==> src/rtl/exm_pkg.sv <==
package exm_pkg;
   typedef enum logic [2:0] {
      OP_AND  = 3'd0,
      OP_OR   = 3'd1,
      OP_XOR  = 3'd2,
      OP_ANDN = 3'd3,
      OP_ORN  = 3'd4,
      OP_NAND = 3'd5,
      OP_NOR  = 3'd6,
      OP_XNOR = 3'd7
   } exm_op_e;
endpackage

==> src/rtl/exm_decode.sv <==
module exm_decode #(
   parameter int OPC_W   = 6,
   parameter int OPC_MAP = 0
) (
   input  logic [OPC_W-1:0] opcode,
   output exm_pkg::exm_op_e kind,
   output logic             legal
);
   logic [OPC_W-1:0] base;
   logic [OPC_W-1:0] diff;

   generate
      if (OPC_W < 6) begin : g_bad_w
         $error("exm_decode: OPC_W must be at least 6");
      end
      if (OPC_MAP == 0) begin : g_map_old
         assign base = OPC_W'(36);
      end else if (OPC_MAP == 1) begin : g_map_new
         assign base = OPC_W'(32);
      end else begin : g_map_bad
         $error("exm_decode: OPC_MAP must be 0 or 1");
         assign base = '0;
      end
   endgenerate

   // A wrapped difference (opcode below base) has its high bits set.
   assign diff  = opcode - base;
   assign legal = (diff[OPC_W-1:3] == '0);
   assign kind  = exm_pkg::exm_op_e'(diff[2:0]);
endmodule

==> src/rtl/exm_combine.sv <==
module exm_combine #(
   parameter int MASK_W = 64
) (
   input  exm_pkg::exm_op_e  kind,
   input  logic [MASK_W-1:0] src,
   input  logic [MASK_W-1:0] old_mask,
   output logic [MASK_W-1:0] new_mask
);
   always_comb begin
      unique case (kind)
         exm_pkg::OP_AND:  new_mask = src & old_mask;
         exm_pkg::OP_OR:   new_mask = src | old_mask;
         exm_pkg::OP_XOR:  new_mask = src ^ old_mask;
         exm_pkg::OP_ANDN: new_mask = src & ~old_mask;
         exm_pkg::OP_ORN:  new_mask = src | ~old_mask;
         exm_pkg::OP_NAND: new_mask = ~(src & old_mask);
         exm_pkg::OP_NOR:  new_mask = ~(src | old_mask);
         default:          new_mask = ~(src ^ old_mask);
      endcase
   end
endmodule

==> src/rtl/exm_state.sv <==
module exm_state #(
   parameter int MASK_W = 64
) (
   input  logic              clk,
   input  logic              rst_n,
   input  logic              valid,
   input  logic              legal,
   input  logic [MASK_W-1:0] next_mask,
   output logic [MASK_W-1:0] mask_q,
   output logic [MASK_W-1:0] saved_q,
   output logic              flag_q,
   output logic              illegal_q
);
   always_ff @(posedge clk) begin
      if (!rst_n) begin
         mask_q    <= '1;
         saved_q   <= '0;
         flag_q    <= 1'b1;
         illegal_q <= 1'b0;
      end else begin
         illegal_q <= valid && !legal;
         if (valid && legal) begin
            saved_q <= mask_q;
            mask_q  <= next_mask;
            flag_q  <= |next_mask;
         end
      end
   end


   save_old_chk: assert property (@(posedge clk) disable iff (!rst_n)
      (valid && legal) |=> (saved_q == $past(mask_q)));

   flag_nonzero_chk: assert property (@(posedge clk) disable iff (!rst_n)
      flag_q == (mask_q != '0));

   illegal_hold_chk: assert property (@(posedge clk) disable iff (!rst_n)
      (valid && !legal) |=> (illegal_q && $stable(mask_q) && $stable(saved_q) && $stable(flag_q)));

   idle_hold_chk: assert property (@(posedge clk) disable iff (!rst_n)
      !valid |=> (!illegal_q && $stable(mask_q) && $stable(saved_q)));
endmodule

==> src/rtl/exec_mask_unit.sv <==
module exec_mask_unit #(
   parameter int MASK_W  = 64,
   parameter int OPC_W   = 6,
   parameter int OPC_MAP = 0
) (
   input  logic              clk,
   input  logic              rst_n,
   input  logic              req_valid,
   input  logic [OPC_W-1:0]  req_opcode,
   input  logic [MASK_W-1:0] req_src,
   output logic [MASK_W-1:0] saved_mask,
   output logic [MASK_W-1:0] exec_mask,
   output logic              cond_flag,
   output logic              illegal_op
);
   generate
      if (MASK_W < 1) begin : g_bad_mask
         $error("exec_mask_unit: MASK_W must be positive");
      end
   endgenerate

   exm_pkg::exm_op_e  kind;
   logic              legal;
   logic [MASK_W-1:0] next_mask;

   exm_decode #(.OPC_W(OPC_W), .OPC_MAP(OPC_MAP)) u_dec (
      .opcode (req_opcode),
      .kind   (kind),
      .legal  (legal)
   );

   exm_combine #(.MASK_W(MASK_W)) u_comb (
      .kind     (kind),
      .src      (req_src),
      .old_mask (exec_mask),
      .new_mask (next_mask)
   );

   exm_state #(.MASK_W(MASK_W)) u_state (
      .clk       (clk),
      .rst_n     (rst_n),
      .valid     (req_valid),
      .legal     (legal),
      .next_mask (next_mask),
      .mask_q    (exec_mask),
      .saved_q   (saved_mask),
      .flag_q    (cond_flag),
      .illegal_q (illegal_op)
   );


   and_result_chk: assert property (@(posedge clk) disable iff (!rst_n)
      (req_valid && legal && kind == exm_pkg::OP_AND) |=> ((exec_mask & ~$past(req_src)) == '0));

   reset_mask_chk: assert property (@(posedge clk)
      $past(!rst_n) |-> (exec_mask == '1 && cond_flag && !illegal_op));
endmodule

==> config.mk <==
export PLATFORM = sky130hd
export DESIGN_NAME = exec_mask_unit
export DESIGN_NICKNAME = d
export VERILOG_FILES = /design/src/rtl/exm_pkg.sv /design/src/rtl/exm_decode.sv /design/src/rtl/exm_combine.sv /design/src/rtl/exm_state.sv /design/src/rtl/exec_mask_unit.sv
export SDC_FILE = /design/constraint.sdc
export NUM_CORES = 1
export LEC_CHECK = 0
export ABC_AREA = 1
export BUFFER_PORTS_ARGS = -buffer_cell sky130_fd_sc_hd__buf_2
export CAP_MARGIN = 20
export CORE_ASPECT_RATIO = 1.25
export CORE_UTILIZATION = 36
export CTS_BUF_LIST = sky130_fd_sc_hd__clkbuf_4 sky130_fd_sc_hd__clkbuf_8
export DETAILED_ROUTE_END_ITERATION = 10
export MAX_ROUTING_LAYER = met4
export PLACE_DENSITY = 0.66
export SLEW_MARGIN = 5
export SYNTH_ARGS = -nofsm -noshare
export SYNTH_HDL_FRONTEND = slang
export SYNTH_SLANG_ARGS = --single-unit
==> constraint.sdc <==
create_clock -name clk -period 3.8 [get_ports clk]
set_input_delay 0.57 -clock clk [delete_from_list [all_inputs] [get_ports clk]]
set_output_delay 0.57 -clock clk [all_outputs]
set_load 0.005 [all_outputs]
* After elaboration in Yosys (flattened, before gate mapping)
Index checks and enable logic that the tools add are counted.
** Word-level totals
- Bits of input ports :: 73
- Output and inout port bits :: 130
- Logic and storage cells :: 27
- Flip-flop bits (word level) :: 130
** Operators by class
- Mux-type cells :: 1
- Add/subtract/negate cells :: 1
- Equality and inequality tests :: 6
- Reductions and logical operators :: 6
- Bitwise logic cells :: 9
** Operators by type and width (number)
- 64-bit one-hot mux with 7 select lines :: 1
- 64-bit inverter :: 4
- 64-bit AND :: 2
- 64-bit OR :: 2
- 64-bit OR reduction :: 1
- 64-bit XOR :: 1
- 3-bit equality test (second input constant) :: 3
- 3-bit by 2-bit equality test with 1-bit output (second input constant) :: 2
- 3-bit zero test :: 2
- 6-bit subtractor (second input constant) :: 1
- 3-bit by 1-bit equality test with 1-bit output (second input constant) :: 1
- 1-bit logical AND :: 2
- 1-bit zero test :: 1

* Depth between registers and ports, before layout
Gate-level depths: netlist of run 1.
- Word-level depth :: 4
- Mapped depth :: 17
- Depth with buffers taken out :: 15

* Hierarchy
A second synthesis of run 1 with hierarchy kept.
** Unflattened totals
- Cells, all modules :: 2308
- Area, all modules :: 14259.9 um^2
** By module, submodules not included
- exm_combine :: instances 1, area each 9427.8 um^2, cells an instance 1667, sequential area each 0.0 um^2
- exm_state :: instances 1, area each 4744.6 um^2, cells an instance 624, sequential area each 2602.5 um^2
- exm_decode :: instances 1, area each 87.6 um^2, cells an instance 17, sequential area each 0.0 um^2

* Least setup slack after synthesis of run 1
Ideal clock, no wire load.
- Kind :: input port to flip-flop
- From :: in req_opcode[2]
- To :: reg u_state.saved_q[10]
- Arrival time :: 2.096 ns
- Data required time :: 3.681 ns
- Path slack :: 1.585 ns
- Stages :: 10
- Buffers on the path :: 4
- Library setup time :: 0.119 ns
- Cell sequence :: inv_2 > buf_2 > buf_2 > ha_1 > xnor2_1 > nand3b_1 > nor2_2 > clkbuf_1 > buf_2 > a21oi_1
** Between the ends
- Word-level cells in the longest chain between the ends :: 3
** RTL lines
- start, declared :: RTL line exec_mask_unit.sv:9 : input logic [OPC_W-1:0] req_opcode,
- 6-bit subtractor :: RTL line exm_decode.sv:27 : assign diff = opcode - base;
- 3-bit zero test :: RTL line exm_decode.sv:28 : assign legal = (diff[OPC_W-1:3] == '0);
- 1-bit logical AND :: RTL line exm_state.sv:22 : if (valid && legal) begin
- end signal, assigned :: RTL line exm_state.sv:23 : saved_q <= mask_q;
- end, declared :: RTL line exm_state.sv:10 : output logic [MASK_W-1:0] saved_q,
Every way passes these cells.
A chain may end at the register's enable or synchronous reset.

* Worst setup path in the final report of run 1
- From :: in req_opcode[0]
- To :: reg u_state.flag_q
** Between the ends
- Word-level cells in the longest chain between the ends :: 4
- Elaborated cells between the ends (all ways) :: 12
- Classes of those cells :: add/sub: 1; eq/ne: 6; mux: 1; reduce/logical: 4
** RTL lines
- 6-bit subtractor (*) :: RTL line exm_decode.sv:27
- 3-bit equality test, or another cell as far along :: RTL line exm_combine.sv:10 : unique case (kind)
- 64-bit one-hot mux with 7 select lines :: RTL line exm_combine.sv:10
- 64-bit OR reduction :: RTL line exm_state.sv:25 : flag_q <= |next_mask;
- end signal, assigned :: RTL line exm_state.sv:25
- end, declared :: RTL line exm_state.sv:11 : output logic flag_q,
Every way passes the cells marked *; elsewhere a longest branch is shown, timed or not.

==> results by group, run 1 <==
GRT
  • Vias in the first global route: ~12k
  • Global Route Usage Sum: between 20% and 30%
  • Largest net degree at the start of global routing: 97
  • Initial antenna violation count: 5
  • Global-route wire length before repair: roughly 65000 um
  • Total grt overflow: 0

CTS
  • Clk sinks: between 100 and 150
  • Clk Latency, worst-skew pair: approximately 0.50 ns
  • Post-CTS sizing: 0
  • TritonCTS clock tree: yes
  • Clock-pin slew on the worst setup and hold paths: ~0.08 ns
  • Postcts setup bufs: 0
  • TritonCTS Buffers: 17
  • CTS H-tree lvls: 4
  • Root Buffer: clkbuf_8
  • CTS Hold Bufs: 0
  • Longest Clk Path Bufs: 2

Setup path
  • Setup crit start kind: input port
  • WP buf/inv: 4
  • Max incr delay on CP: ~0.44 ns
  • Critical path arrival: around 3.4 ns
  • Kind of critical path: input port to flop
  • CP Cell Sequence: buf_4 -> inv_2 -> nand3_2 -> clkinv_1 -> buf_4 -> nand2_1 -> nand2_1 -> nor2_1 -> nand3_1 -> nor2_1 -> nand2_1 -> nor2_1 -> nand2_1 -> nor2_1 -> nand2_1 -> nand2_1 -> nand2_1
  • Crit. End Element: flop
  • Required time worst endpoint: 4.20 ns
  • CP Max Fanout: slightly above 40
  • Slowest-stage cell, CP: nand3_2
  • Crit-path leading delay family: simple AND/OR/NAND/NOR gates
  • CP dominant cell by count: nand2_1

Power
  • Clk pwr share: between 30% and 40%
  • Sw Ratio: between 30% and 40%
  • Comb power frac: between 20 and 30%
  • Net Sw Power: between 1 and 1.5 mW
  • Cell Pwr Density: between 200 and 300 nW/um2
  • Share of power burned in registers: between 40% and 50%
  • Internal: around 2.3 mW
  • VDD IR-drop max: between 0.15 and 0.2 mV
  • Pleak: 7.66 nW

Synthesis
  • Mux cell area share after synthesis: 0%
  • Avg Cell Area, Syn: 6.67 um2
  • Mapped Cells: approximately 1.9k
  • Compound-cell area share of the yosys netlist: 14.9%
  • Post-synth EDFFs: 0
  • Post-synth top flop: dfxtp_1
  • Synthesized area: around 13000 um2
  • Post-synthesis sequential area ratio: between 20% and 30%
  • Distinct cells, synth: 23
  • Seq cells post-synth: 130
  • Syn. warnings: 0
  • Share of the synthesized area in the top cell type: 25.6%
  • Post-synthesis xor/xnor area fraction: less than 1%
  • Simple-gate share of the synthesized area: between 20% and 30%
  • Synth Area in Adders: 25.6%
  • Synth top area cells: ha_1 (26%), dfxtp_1 (21%), o21ai_0 (9.6%)
  • Most common cell in the netlist: inv_1
  • Post-synth ARST share: 0%
  • Main combinational cell family by area after synthesis: simple AND/OR/NAND/NOR gates
  • Post-synth top cells: inv_1 (258), ha_1 (257), o21ai_0 (241), nor2_1 (239), nand2_1 (230)
  • Dominant cell type by area after synthesis: ha_1
  • Net Count, Synth: approximately 2.2k

Placement
  • DP HPWL: 28400 um
  • Placer Congestion: a little under 0.9
  • Buffers on Ports: approximately 200

STA
  • Skew final: slightly above 0.01 ns
  • Period utilisation layout: 77.9%
  • Final setup violation count: 0
  • Final Hold Viols: 0
  • Final max-slew violation count: 0
  • Fin Setup TNS: 0 ns
  • Post-layout minimum cycle time: just under 3 ns
  • Max frequency: around 0.34 GHz
  • Worst-margin pin slew: around 1.0 ns
  • Rel. slew slack: a little under a third
  • Unrepaired setup endpoints after global routing: no

Die
  • Starting density of the core: a little over a third
  • Die Height: around 210 um
  • Core area: approximately 34000 um2
  • Width of the die: about 170 um
  • Die area: 35700 um2
  • Row count: 76
  • I/O Pins: between 200 and 250

Min path
  • Hold WC Path Type: input port to flop

Detailed routing
  • DRT iter0 DRCs: 934
  • Post-DRT Antenna Nets: 0
  • # DRC: 0
  • Routed WL: between 40000 and 50000 um
  • Post-DR vias/cell: 5.18
  • WL/cell: ~17 um
  • DRT Pass-1 Iters: 5
  • Via Count: about 13k

Run status
  • Status: finished, final reports clean

Cells and area
  • Fin nets: 2340
  • Final core occ: about two fifths
  • Share of cells above drive strength 1: between 10% and 20%
  • Area growth from synthesis to layout: 13.7%
  • Multi-input logic area: 8480 um2
  • Number of fill cells: between 3k and 4k
  • Register area: 2600 um2

Flow run
  • Max Cap Viol: 0
## path summary, 6_finish.rpt
check                     startpoint           endpoint  slack [ns]  cells past startpoint
hold reg to reg       u_state.flag_q     u_state.flag_q        0.48                      2
hold / removal             req_valid  u_state.illegal_q        0.39                      3
setup / recovery       req_opcode[0]     u_state.flag_q        0.84                     17
setup reg to reg  u_state.mask_q[42]     u_state.flag_q        1.60                     14
## kinds of logic (layout without fill, tap and decap cells)
group / count (synthesis) / count (layout)
DFF: 130 / 130
other: 0 / 5
and+or+nand+nor: 739 / 739
xor gates and xnor gates: 2 / 2
buffers and inverters: 385 / 519
AOI/OAI and AO/OA: 373 / 373
adders and majority gates: 257 / 257
## flip-flops by register name, indices dropped and copies added (netlist names)
signal,cells
u_state.mask_q,64
u_state.illegal_q,1
u_state.flag_q,1
u_state.saved_q,64
## worst register-to-register path, stage by stage (launching register included)
cell and delay [ns]:
dfxtp_1 0.46, inv_1 0.17, ha_1 0.32, nand4_1 0.10, nand2_1 0.06, nor2_1 0.09, nand3_1 0.12, nor2_1 0.14
nand2_1 0.08, nor2_1 0.10, nand2_1 0.05, nor2_1 0.22, nand2_1 0.08, nand2_1 0.06, nand2_1 0.05
## metrics by stage
| stage | instance area (um2) | cells | setup slack [ns] | total power [mW] | hold WS, ns |
|---|---|---|---|---|---|
| floorplan | 12600 | 1886 | 1.58 | 2.14 | 0.464 |
| global placement | 13900 | 2459 | 0.381 | 2.49 | 0.452 |
| detailed placement | 13900 | 2459 | 0.340 | 2.52 | 0.461 |
| CTS | 14300 | 2488 | 0.881 | 3.66 | 0.353 |
| global route | 14300 | 2493 | 0.537 | 3.87 | 0.357 |
| finish | 14300 | 2493 | 0.840 | 3.64 | 0.389 |
## routing by layer
layer  vias to the layer above  GRT usage [%]  wire (um)
met5                         -              -          0
met1                      5951           28.7      17600
met3                        94           4.91       2870
li1                       6372              -          -
met2                       490           37.6      18900
met4                         0           12.7       1800
## cell usage in the layout (no fill, tap or decap)
| cell | count |
|---|---|
| or2_1 | 1 |
| clkinv_1 | 1 |
| buf_2 | 199 |
| nor3_2 | 1 |
| or2_2 | 1 |
| dfxtp_1 | 130 |
| nor3_1 | 5 |
| nand2_1 | 230 |
| nor2_1 | 239 |
| nand3_2 | 3 |
| nor3_4 | 1 |
| clkinv_2 | 7 |
| diode_2 | 5 |
| xnor2_1 | 2 |
| o21ai_1 | 3 |
| inv_1 | 256 |
| nand3_4 | 1 |
| clkbuf_4 | 3 |
| a21oi_1 | 129 |
| nand3b_1 | 39 |
| buf_4 | 23 |
| ha_1 | 257 |
| nand3_1 | 125 |
| nand4_1 | 91 |
| o21ai_0 | 241 |
| clkbuf_8 | 18 |
| inv_2 | 5 |
| buf_12 | 6 |
| nor2_4 | 2 |
| bufinv_16 | 1 |
## area by class of cell
cell class	instances	share of cell area (%)
multi-input combinational	1371	59.4
timing repair buffer	228	9.02
antenna	5	0.0876
clock buffer	21	1.89
inverter	262	6.88
sequential	130	18.2
tap	468	4.10
clock inverter	8	0.455
## power by group through the flow
stage / clock (mW) / sequential [mW] / combinational (mW)
floorplan: 0 / 1.52 / 0.626
global placement: 0 / 1.52 / 0.974
detailed placement: 0 / 1.52 / 0.996
CTS: 1.17 / 1.49 / 1.00
global route: 1.22 / 1.50 / 1.14
finish: 1.14 / 1.49 / 1.01
Power figures use the tool's default switching activity.
==> run 2, diff against run 1 <==
- clock period: 3.8 -> 3.1 ns (I/O delays scaled with it)
==> run 2 against run 1 <==
Worst setup slack got worse by 0.060 ns; critical endpoint unchanged; critical path type unchanged; highest routed layer unchanged; via count down 0.11%; global-route usage down 0.36 points.
==> results by group, run 2 (synthesis gave the netlist of run 1 again) <==
CTS
  • Post-CTS sizing: 0 (unchanged)
  • TritonCTS clock tree: yes (unchanged)
  • TritonCTS Buffers: 17 (unchanged)
  • CTS H-tree lvls: 4 (unchanged)
  • Clk Latency, worst-skew pair: 0.51 ns (was 0.50 ns)
  • CTS Hold Bufs: 0 (unchanged)
  • Clock-pin slew on the worst setup and hold paths: 0.08 ns (about the same)
  • Postcts setup bufs: 0 (unchanged)
  • Clk sinks: 130 (unchanged)
  • Longest Clk Path Bufs: 2 (unchanged)
  • Root Buffer: clkbuf_8 (unchanged)

Die
  • Width of the die: 169 um (unchanged)
  • Die Height: 211 um (unchanged)
  • Starting density of the core: 36.5% (unchanged)
  • Row count: 76 (unchanged)
  • Die area: 35700 um2 (unchanged)
  • I/O Pins: 203 (unchanged)
  • Core area: 34400 um2 (unchanged)

Power
  • Cell Pwr Density: 315 nW/um2 (was 255 nW/um2)
  • VDD IR-drop max: 0.208 mV (was 0.195 mV)
  • Pleak: 7.73 nW (was 7.66 nW)

Placement
  • Buffers on Ports: 202 (unchanged)
  • Placer Congestion: 0.868 (was 0.873)
  • Area post-placement: 14000 um2 (was 13900 um2)
  • DP HPWL: 28200 um (was 28400 um)

Cells and area
  • Final core occ: 41.9% (was 41.5%)
  • Number of fill cells: 3664 (was 3661)
  • Largest regs: u_state.mask_q: 64 flops, u_state.saved_q: 64 flops (unchanged)
  • Area growth from synthesis to layout: 14.9% (was 13.7%)
  • Register area: 2600 um2 (unchanged)
  • Most frequent cells in the layout: ha_1 (257), inv_1 (256), o21ai_0 (241) (unchanged)
  • Multi-input logic area: 8480 um2 (unchanged)
  • Commonest non-fill, non-tap cell in the layout: ha_1 (unchanged)
  • Share of cells above drive strength 1: 13.8% (was 13.4%)
  • Non-Filler Cell Area, Final: 14400 um2 (was 14300 um2)
  • Fin nets: 2349 (was 2340)

GRT
  • Initial antenna violation count: 6 (was 5)
  • Global Route Usage Sum: 23.6% (was 23.9%)
  • Met3 GRT Util: 4.61% (was 4.91%)
  • Largest net degree at the start of global routing: 129 (was 97)
  • Total grt overflow: 0 (unchanged)
  • Most Crowded Layer GR: met2 (unchanged)
  • GR Util met1: 27.8% (was 28.7%)
  • Vias in the first global route: 12.5k (about the same)
  • Global-route wire length before repair: 64700 um (was 65400 um)
  • Met2 Use GR: 38.0% (was 37.6%)

STA
  • Final setup violation count: 0 (unchanged)
  • Worst-margin pin slew: 0.754 ns (was 1.03 ns)
  • Final Hold Viols: 0 (unchanged)
  • Max frequency: 0.431 GHz
  • Post-layout minimum cycle time: roughly 2.3 ns
  • Unrepaired setup endpoints after global routing: no (unchanged)
  • Final max-slew violation count: 0 (unchanged)
  • Fin Setup TNS: 0 ns (unchanged)
  • Period utilisation layout: about three quarters
  • Rel. slew slack: 49.7% (was 31.1%)
  • Skew final: 0.0151 ns (was 0.0103 ns)

Detailed routing
  • Post-DR vias/cell: 5.15 (was 5.18)
  • # DRC: 0 (unchanged)
  • Via Count: 12.9k (about the same)
  • DRT iter0 DRCs: 848 (was 934)
  • WL/cell: 16.4 um (was 16.5 um)
  • Routed WL: 41000 um (was 41200 um)
  • DRT Pass-1 Iters: 5 (unchanged)
  • Post-DRT Antenna Nets: 0 (unchanged)

Setup path
  • WP buf/inv: 4 (unchanged)
  • Critical path arrival: 2.72 ns (was 3.36 ns)
  • Slowest-stage cell, CP: nand3_4 (was nand3_2)
  • Max incr delay on CP: 0.39 ns (was 0.44 ns)
  • CP Max Fanout: 28 (was 41)
  • Setup crit start kind: input port (unchanged)
  • Required time worst endpoint: 3.50 ns (was 4.20 ns)
  • Crit. End Element: flop (unchanged)
  • CP Cell Sequence: buf_4 -> inv_2 -> buf_4 -> nand3_4 -> buf_4 -> nor2_1 -> nor2_1 -> nand3_1 -> nor2_1 -> nand2_1 -> nor2_1 -> nand2_1 -> nor2_1 -> nand2_1 -> nand2_1 -> nand2_1 (was buf_4 -> inv_2 -> nand3_2 -> clkinv_1 -> buf_4 -> nand2_1 -> nand2_1 -> nor2_1 -> nand3_1 -> nor2_1 -> nand2_1 -> nor2_1 -> nand2_1 -> nor2_1 -> nand2_1 -> nand2_1 -> nand2_1)
  • Kind of critical path: input port to flop (unchanged)
  • Crit-path leading delay family: simple AND/OR/NAND/NOR gates (unchanged)

Min path
  • Hold WC Path Type: input port to flop (unchanged)

Flow run
  • Max Cap Viol: 0 (unchanged)

Run status
  • Status: finished, final reports clean (unchanged)
==> run 2: changes by cell type in the layout (fill, tap and decap cells not counted), sizes merged <==
cell | previous run | this run
clkinv | 8 | 6
diode | 5 | 7
clkbuf | 21 | 24
buf | 228 | 237
==> run 2: metal layers <==
metal  wire length (um)  vias to the layer above
li1                   -                     6401
met1              17600                     5941
met4               1630                        0
met2              19100                      462
met5                  0                        -
met3               2770                       89
==> run 2: stage by stage <==
step	worst slack, ns	cells	power, mW	hold WS [ns]
after global placement	0.211	2466	3.07	0.519
after detailed placement	0.235	2467	3.10	0.514
final	0.780	2505	4.54	0.316
after floorplan	0.990	1886	2.63	0.464
after global routing	0.582	2504	4.81	0.325
after CTS	0.773	2497	4.58	0.281
==> run 2: worst register-to-register path: stages, from the launching register on <==
cell and delay, ns:
dfxtp_1 0.39, inv_1 0.17, ha_1 0.31, inv_1 0.07, o21ai_0 0.08, nor2_1 0.10, nand3_1 0.16, nor2_1 0.16
nand2_1 0.06, nor2_1 0.08, nand2_1 0.09, nor2_1 0.27, nand2_1 0.09, nand2_1 0.07, nand2_1 0.04
==> run 2: power breakdown <==
part           internal [mW]  switching (mW)
Combinational          0.430           0.813
Sequential              1.76          0.0754
Clock                  0.729           0.737
Total                   2.92            1.63
==> run 2: path summary, 6_finish.rpt <==
path / startpoint / to / slack, ns / depth (start not counted)
min: req_valid / u_state.illegal_q / 0.32 / 3
max reg2reg: u_state.mask_q[53] / u_state.flag_q / 0.88 / 14
max: req_opcode[1] / u_state.flag_q / 0.78 / 16
min reg2reg: u_state.flag_q / u_state.flag_q / 0.52 / 2
==> run 2: area by class of cell <==
cell class,count,area share [%]
inverters,262,6.81
repair buffers,237,9.71
flip-flops and latches,130,18.0
diodes,7,0.121
multi-input cells,1371,58.7
clock inverters,6,0.381
well taps,468,4.06
clock buffers,24,2.16
==> run 3, diff against run 2 <==
- clock period: 3.1 -> 2.2 ns (I/O delays scaled with it)
==> run 3 against run 2 <==
Cell area rose by 7.4%; non-clock buffer count up 100; power grew 52%; worst setup slack worse by 0.58 ns; via count rose by 3.4%; clock power grew 57%; wire length up 4.0%; critical path type is now flop to flop.
==> results by group, run 3 (synthesis gave the netlist of run 1 again) <==
Die
  • Width of the die: 169 um (unchanged)
  • Die Height: 211 um (unchanged)
  • Core area: 34400 um2 (unchanged)
  • Starting density of the core: 36.5% (unchanged)
  • Row count: 76 (unchanged)
  • Die area: 35700 um2 (unchanged)
  • I/O Pins: 203 (unchanged)

Placement
  • Area post-placement: 15100 um2 (was 14000 um2)
  • Setup Slack @ Placement: -0.181 ns (was 0.235 ns)
  • Placed cells: 2568 (was 2467)
  • Placer Congestion: 0.860 (was 0.868)
  • DP HPWL: 31000 um (was 28200 um)
  • Buffers on Ports: 202 (unchanged)

Setup path
  • Required time worst endpoint: 2.59 ns (was 3.50 ns)
  • Crit. End Element: flop (unchanged)
  • Critical path arrival: 2.39 ns (was 2.72 ns)
  • Kind of critical path: flop to flop (was input port to flop)
  • Setup crit start kind: flop (was input port)
  • CP Max Fanout: 4 (was 28)

CTS
  • TritonCTS Buffers: 17 (unchanged)
  • Longest Clk Path Bufs: 2 (unchanged)
  • CTS H-tree lvls: 4 (unchanged)
  • Postcts setup bufs: 0 (unchanged)
  • Clock-pin slew on the worst setup and hold paths: 0.08 ns (about the same)
  • Clk Latency, worst-skew pair: 0.50 ns (was 0.51 ns)
  • TritonCTS clock tree: yes (unchanged)
  • Clk sinks: 130 (unchanged)
  • Root Buffer: clkbuf_8 (unchanged)

Detailed routing
  • Post-DRT Antenna Nets: 0 (unchanged)
  • DRT iter0 DRCs: 860 (was 848)
  • DRT Pass-1 Iters: 5 (unchanged)
  • WL/cell: 16.4 um (about the same)
  • Routed WL: 42700 um (was 41000 um)
  • # DRC: 0 (unchanged)
  • Via Count: 13.3k (was 12.9k)
  • Post-DR vias/cell: 5.12 (was 5.15)

Run status
  • Status: finished, final reports clean (unchanged)

STA
  • Post-layout minimum cycle time: 2.00 ns
  • Max frequency: 0.499 GHz
  • Rel. slew slack: 53.5% (was 49.7%)
  • Period utilisation layout: between 90 and 100%
  • Worst-margin pin slew: 0.696 ns (was 0.754 ns)
  • Final Hold Viols: 0 (unchanged)
  • Hold slack: 0.163 ns (was 0.316 ns)
  • Final max-slew violation count: 0 (unchanged)
  • Skew final: 0.0158 ns (was 0.0151 ns)
  • Final setup violation count: 0 (unchanged)
  • Fin worst setup slack: 0.197 ns (was 0.780 ns)

Cells and area
  • Commonest non-fill, non-tap cell in the layout: ha_1 (unchanged)
  • Area growth from synthesis to layout: 23.4% (was 14.9%)
  • Final cell count without fillers: 2604 (was 2505)
  • Most frequent cells in the layout: ha_1 (257), inv_1 (256), o21ai_0 (241) (unchanged)
  • Fin nets: 2449 (was 2349)
  • Non-Filler Cell Area, Final: 15500 um2 (was 14400 um2)
  • Share of cells above drive strength 1: 18.5% (was 13.8%)
  • Largest regs: u_state.mask_q: 64 flops, u_state.saved_q: 64 flops (unchanged)

Flow run
  • Max Cap Viol: 0 (unchanged)

Power
  • Tot Pwr: 6.92 mW (was 4.54 mW)
  • Cell Pwr Density: 446 nW/um2 (was 315 nW/um2)
  • Pleak: 8.33 nW (was 7.73 nW)
  • VDD IR-drop max: 0.312 mV (was 0.208 mV)

GRT
  • Global Route Usage Sum: 24.8% (was 23.6%)
  • Initial antenna violation count: 2 (was 6)
  • Largest net degree at the start of global routing: 65 (was 129)
  • Total grt overflow: 0 (unchanged)
  • Global-route wire length before repair: 67800 um (was 64700 um)
  • Vias in the first global route: 13.2k (was 12.5k)

Min path
  • Hold WC Path Type: input port to flop (unchanged)
[run 3: report_power, final]
part	internal (mW)	leakage (nW)	switching (mW)
Combinational	0.812	7.05	1.22
Sequential	2.48	1.06	0.102
Clock	1.23	0.219	1.08
[run 3: per-stage QoR]
step                TNS (ns)  util (%)
global route        -0.00334      45.1
floorplan                  0         -
detailed placement     -3.27      43.8
finish                     0      45.1
global placement      -0.236      43.8
CTS                        0      45.0
[run 3: final cells by class]
class / count / area, um2
Sequential cell: 130 / 2610
Clock buffer: 22 / 290
Multi-Input combinational cell: 1371 / 8490
Inverter: 262 / 983
Tap cell: 468 / 586
Clock inverter: 10 / 131
Antenna cell: 4 / 10.0
Fill cell: 3549 / 18900
Timing Repair Buffer: 337 / 2410
[run 3: path summary, 6_finish.rpt]
| check | from | end | slack, ns | cells after the start |
|---|---|---|---|---|
| worst max-delay path | u_state.mask_q[56] | u_state.flag_q | 0.20 | 14 |
| worst min-delay path | req_valid | u_state.illegal_q | 0.16 | 3 |
| worst max register to register | u_state.mask_q[56] | u_state.flag_q | 0.20 | 14 |
| worst min register to register | u_state.flag_q | u_state.flag_q | 0.50 | 2 |
[run 3: what timing repair did]
action / in CTS / in global routing
hold buffers: 0 / 0
gates resized for setup: 0 / 12
setup endpoints to repair: 0 / 1
[run 3: worst max-delay path, cell delays in order, from the launching register on]
cell	delay (ns)
dfxtp_1	0.38
inv_1	0.10
ha_1	0.28
inv_1	0.08
nor2_1	0.06
nor3_1	0.18
nand3_1	0.14
nor2_2	0.13
nand2_1	0.07
nor2_1	0.11
nand2_1	0.10
nor2_2	0.13
nand2_1	0.06
nand2_1	0.05
nand2_1	0.04
[run 3: metal layers]
| metal | up-vias | track usage, % | wire (um) |
|---|---|---|---|
| met4 | 0 | 12.6 | 1760 |
| met2 | 477 | 40.5 | 19900 |
| li1 | 6602 | - | - |
| met1 | 6143 | 29.1 | 18300 |
| met5 | - | - | 0 |
| met3 | 111 | 4.20 | 2690 |
